===== config.mk =====
export PLATFORM = sky130hd
export DESIGN_NAME = regPrefetchWrap
export DESIGN_NICKNAME = d
export VERILOG_FILES = /design/src/rtl/wrapPkg.sv /design/src/rtl/wrapCtrl.sv /design/src/rtl/wrapDatapath.sv /design/src/rtl/regPrefetchWrap.sv
export SDC_FILE = /design/constraint.sdc
export NUM_CORES = 1
export LEC_CHECK = 0
export ABC_AREA = 0
export BUFFER_PORTS_ARGS = -buffer_cell sky130_fd_sc_hd__buf_4
export CORE_MARGIN = 3
export CORE_UTILIZATION = 50
export CTS_CLUSTER_DIAMETER = 100
export DETAILED_ROUTE_END_ITERATION = 12
export PLACE_DENSITY = 0.76
export SLEW_MARGIN = 20
export SYNTH_ARGS = -nofsm -noshare
export SYNTH_HDL_FRONTEND = slang
export SYNTH_HIERARCHICAL = 1
export SYNTH_SLANG_ARGS = --single-unit
export TNS_END_PERCENT = 1

===== constraint.sdc =====
create_clock -name clk -period 3.9 [get_ports clk]
set_input_delay 0.39 -clock clk [delete_from_list [all_inputs] [get_ports clk]]
set_output_delay 0.39 -clock clk [all_outputs]
set_load 0.01 [all_outputs]

===== src/rtl/wrapPkg.sv =====
package wrapPkg;
  typedef enum logic [1:0] {PH_IDLE, PH_FIRST, PH_SECOND} busPhase_t;
  typedef enum logic [1:0] {OWN_WRITE, OWN_DEMAND, OWN_REFRESH} busOwner_t;
  typedef struct packed {
    logic holdWdata;
    logic commit;
    logic fromWrite;
  } dpStrobe_t;
endpackage


===== src/rtl/wrapCtrl.sv =====
module wrapCtrl
  import wrapPkg::*;
#(
  parameter int IDX_W = 3
) (
  input  logic             clk,
  input  logic             rst,
  input  logic             sysSel,
  input  logic             sysWr,
  input  logic             hitValid,
  input  logic             pfReq,
  input  logic [IDX_W-1:0] pfIdx,
  input  logic [IDX_W-1:0] sysIdx,
  output logic             sysReady,
  output logic             pfIdle,
  output logic             intReq,
  output logic             intWr,
  output logic [IDX_W-1:0] intIdx,
  output dpStrobe_t        strobe
);
  busPhase_t        phase;
  busOwner_t        owner;
  logic [IDX_W-1:0] curIdx;
  logic             pfPend;
  logic [IDX_W-1:0] pfPendIdx;
  logic             wantWrite, wantDemand, busFree, startPf;

  always_comb begin
    wantWrite  = sysSel & sysWr;
    wantDemand = sysSel & ~sysWr & ~hitValid;
    busFree    = (phase == PH_IDLE);
    startPf    = busFree & ~wantWrite & ~wantDemand & pfPend;
  end

  always_ff @(posedge clk) begin
    if (rst) begin
      phase  <= PH_IDLE;
      owner  <= OWN_REFRESH;
      curIdx <= '0;
    end else begin
      unique case (phase)
        PH_IDLE: begin
          if (wantWrite) begin
            phase <= PH_FIRST; owner <= OWN_WRITE; curIdx <= sysIdx;
          end else if (wantDemand) begin
            phase <= PH_FIRST; owner <= OWN_DEMAND; curIdx <= sysIdx;
          end else if (pfPend) begin
            phase <= PH_FIRST; owner <= OWN_REFRESH; curIdx <= pfPendIdx;
          end
        end
        PH_FIRST:  phase <= PH_SECOND;
        default:   phase <= PH_IDLE;
      endcase
    end
  end

  always_ff @(posedge clk) begin
    if (rst) begin
      pfPend    <= 1'b0;
      pfPendIdx <= '0;
    end else if (pfReq && !pfPend) begin
      pfPend    <= 1'b1;
      pfPendIdx <= pfIdx;
    end else if (startPf) begin
      pfPend    <= 1'b0;
    end
  end

  always_comb begin
    strobe.holdWdata = busFree & wantWrite;
    strobe.commit    = (phase == PH_SECOND);
    strobe.fromWrite = (owner == OWN_WRITE);
    intReq   = ~busFree;
    intWr    = intReq & (owner == OWN_WRITE);
    intIdx   = curIdx;
    pfIdle   = ~pfPend;
    sysReady = sysSel & (sysWr ? ((phase == PH_SECOND) && (owner == OWN_WRITE))
                               : hitValid);
  end


  xfer_stable_chk: assert property (@(posedge clk) disable iff (rst)
    $rose(intReq) |=> intReq && $stable(intIdx) && $stable(intWr));

  xfer_len_chk: assert property (@(posedge clk) disable iff (rst)
    intReq && $past(intReq) |=> !intReq);

  wr_ready_chk: assert property (@(posedge clk) disable iff (rst)
    sysSel && sysWr && sysReady |-> intReq && intWr);

  wr_first_chk: assert property (@(posedge clk) disable iff (rst)
    !intReq && sysSel && sysWr && !pfIdle |=> intWr && !pfIdle);

  pf_accept_chk: assert property (@(posedge clk) disable iff (rst)
    pfReq && pfIdle |=> !pfIdle);
endmodule


===== src/rtl/wrapDatapath.sv =====
module wrapDatapath
  import wrapPkg::*;
#(
  parameter int NUM_REGS = 8,
  parameter int DATA_W   = 32,
  parameter int IDX_W    = 3
) (
  input  logic              clk,
  input  logic              rst,
  input  dpStrobe_t         strobe,
  input  logic [IDX_W-1:0]  curIdx,
  input  logic [IDX_W-1:0]  sysIdx,
  input  logic [DATA_W-1:0] sysWdata,
  input  logic [DATA_W-1:0] intRdata,
  output logic [DATA_W-1:0] sysRdata,
  output logic              hitValid,
  output logic [DATA_W-1:0] intWdata
);
  logic [DATA_W-1:0] shadow [NUM_REGS];
  logic [NUM_REGS-1:0] validVec;
  logic [DATA_W-1:0] wdataHold;
  logic [DATA_W-1:0] landData;

  assign landData = strobe.fromWrite ? wdataHold : intRdata;

  always_ff @(posedge clk) begin
    if (rst) wdataHold <= '0;
    else if (strobe.holdWdata) wdataHold <= sysWdata;
  end

  for (genvar g = 0; g < NUM_REGS; g++) begin : gShadow
    always_ff @(posedge clk) begin
      if (rst) begin
        shadow[g]   <= '0;
        validVec[g] <= 1'b0;
      end else if (strobe.commit && curIdx == IDX_W'(g)) begin
        shadow[g]   <= landData;
        validVec[g] <= 1'b1;
      end
    end
  end

  assign sysRdata = shadow[sysIdx];
  assign hitValid = validVec[sysIdx];
  assign intWdata = wdataHold;


  wr_lands_chk: assert property (@(posedge clk) disable iff (rst)
    strobe.commit && strobe.fromWrite |=> shadow[$past(curIdx)] == $past(intWdata));

  fill_valid_chk: assert property (@(posedge clk) disable iff (rst)
    strobe.commit |=> validVec[$past(curIdx)]);
endmodule


===== src/rtl/regPrefetchWrap.sv =====
module regPrefetchWrap
  import wrapPkg::*;
#(
  parameter int NUM_REGS = 8,
  parameter int DATA_W   = 32,
  localparam int IDX_W   = $clog2(NUM_REGS)
) (
  input  logic              clk,
  input  logic              rst,
  input  logic              sysSel,
  input  logic              sysWr,
  input  logic [IDX_W-1:0]  sysIdx,
  input  logic [DATA_W-1:0] sysWdata,
  output logic [DATA_W-1:0] sysRdata,
  output logic              sysReady,
  input  logic              pfReq,
  input  logic [IDX_W-1:0]  pfIdx,
  output logic              pfIdle,
  output logic              intReq,
  output logic              intWr,
  output logic [IDX_W-1:0]  intIdx,
  output logic [DATA_W-1:0] intWdata,
  input  logic [DATA_W-1:0] intRdata
);
  dpStrobe_t strobe;
  logic      hitValid;

  wrapCtrl #(.IDX_W(IDX_W)) u_ctrl (
    .clk(clk), .rst(rst), .sysSel(sysSel), .sysWr(sysWr), .hitValid(hitValid),
    .pfReq(pfReq), .pfIdx(pfIdx), .sysIdx(sysIdx), .sysReady(sysReady),
    .pfIdle(pfIdle), .intReq(intReq), .intWr(intWr), .intIdx(intIdx),
    .strobe(strobe)
  );

  wrapDatapath #(.NUM_REGS(NUM_REGS), .DATA_W(DATA_W), .IDX_W(IDX_W)) u_dp (
    .clk(clk), .rst(rst), .strobe(strobe), .curIdx(intIdx), .sysIdx(sysIdx),
    .sysWdata(sysWdata), .intRdata(intRdata), .sysRdata(sysRdata),
    .hitValid(hitValid), .intWdata(intWdata)
  );
endmodule


==> results.cfg <==
[floorplanning]
core.rowCount = 59
die_w_um = 170
start_util = 0.513
die-height_um = 170
die-area_um2 = 29100
core_area_um2 = 26400
pin_count = 146

[synthesis]
synth_nets = 1004
synthTopCellsByArea = edfxtp_1, mux4_2, nor3_1, dfxtp_1, mux2i_1
yosysTopAreaCell = edfxtp_1
synthCells = 929
muxShareOfSynthArea = 0.191
synth.yosys.seq_area_share = 0.644
synth_top_family_by_area = multiplexers
yosysTopAreaCellShare = 0.569
yosys_warnings = 6
synthAdderAreaFrac = 0
netlist_area_um2 = 13500
syn_area_per_cell_um2 = 14.6
yosys.area_share.xor_xnor = 0
synth-seq-cells = 307
synth_compound_area_frac = 0.0147
synthDistinctLibCells = 34
synthSimpleGateAreaFrac = 0.116

[clocking]
ctsResizeCount = 0
cts_tree = yes
clock_sinks = 307
root_buffer = clkbuf_16
cts.clk_slew.worst_paths_ns = 0.06
cts_hold_buf = 0
clk_latency_ns = 0.55
cts_setup_buffers = 0
numCtsBuffers = 31
h-tree-depth = 1
cts.path.max_buffers = 3

[route]
first_iter_violations = 754
routed_via_density = 6.17
wl_per_cell_um = 23.1
drc_errors = 0
ant_nets = 0
wirelength_mm = 32.4
via_count = 8644
first_pass_iters = 6

[timing]
rsz0062_at_grt = no
setup_viol = 0
drv_slew = 0
slew_headroom = 0.358
worstMarginPinSlew_ns = 0.936
finClkSkew_ns = 0.0115
post-route-period-util = 0.681
final_hold_viol_count = 0
fin_crit_ns = 2.66
tns_ns = 0
fmax_mhz = 376

[cells_and_area]
nNetsFinal = 1118
final_common_cell = nor3_1
final_cell_mix = nor3_1, edfxtp_1, buf_4
fin_cells = 1402
syn2layout_area_growth_pct = 18.7
diodes = 0
drive_gt1_frac = 0.311

[global_route]
gr-total-overflow = 0
track_usage = 0.224
antenna_found_initial = 0
grt_pass1_vias = 8906
grt_first_pass_wirelength_mm = 50.5
grt_max_degree = 109

[placed_design]
port_buffers = 145
dp.cells = 1345
gp_congestion = 0.770
dpl.hpwl_mm = 18.8

[critical_path]
timing.reg2reg.setup_slack_ns = 1.36
r2r_cells = 4
worst_ep_arrival_time_ns = 2.27
endpoint_kind = output pin
max_stage_delay_ns = 0.58
critPathLaunchType = input port
crit_required_ns = 3.51
cp_max_fo = 29
cp_slowest_cell = mux4_1
path_class = in -> out
crit_path_frequent_cell = buf_4
worstPathCellList = buf_4 > buf_12 > mux4_1 > mux2_2 > buf_4

[pwr]
cellLeakagePower_nw = 5.60
power_density_nw_per_um2 = 478
ir_drop_uv = 277

[run_status]
status = completed

[hold_path]
min_delay_path_depth = 3
hold_class = in -> reg

[run]
drv_cap = 0
[kinds of logic (layout without fill, tap and decap cells)]
kind of cell / after synthesis / count (layout)
buf+inv: 104 / 242
flops: 307 / 307
compound gates: 29 / 29
simple gates: 320 / 320
mux: 169 / 169
[worst max-delay path: cells and delay by family]
family                 cells  cell delay [ns]
muxes                      2             0.90
buffers and inverters      3             0.95
[report_power, final]
| group | switching, W | internal (W) | leakage [nW] |
|---|---|---|---|
| logic | 0.000508 | 0.000343 | 2.03 |
| clock network | 0.00123 | 0.00185 | 0.516 |
| registers | 0.0000560 | 0.00368 | 3.06 |
| total | 0.00180 | 0.00587 | 5.60 |
[sequential cells by signal (all words and copies together), names as in the netlist]
| register | count |
|---|---|
| u_ctrl/pfPend | 1 |
| u_ctrl/intIdx | 3 |
| u_ctrl/owner | 2 |
| u_dp/intWdata | 32 |
| u_ctrl/pfPendIdx | 3 |
| u_dp/validVec | 8 |
| u_ctrl/phase | 2 |
| u_dp/shadow | 256 |
[cells in the mapped netlist]
master,instances
a21oi_1,2
edfxtp_1,256
and3_1,4
nand2_1,6
buf_1,4
nor2_2,1
nor3b_1,1
clkbuf_1,60
o21bai_1,8
o22ai_1,8
or2_1,1
a32oi_1,1
inv_1,11
nand2b_1,4
nor2_1,38
buf_2,23
o21ai_0,4
dfxtp_1,51
a311oi_1,1
mux4_2,60
a211oi_1,1
or2_2,1
nor2b_1,2
buf_6,5
a21boi_0,1
a221oi_1,3
mux2_2,33
mux2i_1,70
nor3_1,257
mux4_1,6
or3b_1,2
nand3_1,2
nand3b_1,1
clkbuf_2,1
[through the flow]
stage,hold slack [ns],setup slack (ns),area (µm²),util,total power (W)
after floorplan,0.447,0.834,13500,-,0.00430
after global placement,0.457,1.22,15000,0.568,0.00464
after detailed placement,0.465,1.21,15000,0.568,0.00466
after CTS,0.0560,1.21,16000,0.609,0.00771
after global routing,0.0757,1.12,16000,0.609,0.00791
final,0.0736,1.24,16000,0.609,0.00767
[routing by layer]
layer / share of wire / global-route usage / routed length, µm / up-vias
met3: 0.086 / 0.0448 / 2800 / 61
met4: 0.021 / 0.0550 / 682 / 0
met5: 0 / 0 / 0 / -
met1: 0.40 / 0.311 / 13100 / 4293
met2: 0.49 / 0.368 / 15900 / 430
li1: - / - / - / 3860
[final timing paths]
kind / start / end
worst min register to register: u_dp/validVec[1]$_SDFFE_PP0P_ / u_dp/validVec[1]$_SDFFE_PP0P_
worst max register to register: u_ctrl/phase[1]$_SDFFE_PP0P_ / u_dp/shadow[4][11]$_SDFFCE_PN0P_
worst min-delay path: sysWdata[3] / u_dp/intWdata[3]$_SDFFE_PP0P_
worst max-delay path: sysIdx[0] / sysRdata[0]
[cell type report]
type / count / area (µm²)
Clock buffer: 37 / 830
Sequential cell: 307 / 8710
Timing Repair Buffer: 174 / 1340
Tap cell: 335 / 419
Inverter: 11 / 41.3
Fill cell: 1959 / 10300
Clock inverter: 20 / 241
Multi-Input combinational cell: 518 / 4460
Power figures use the tool's default switching activity.
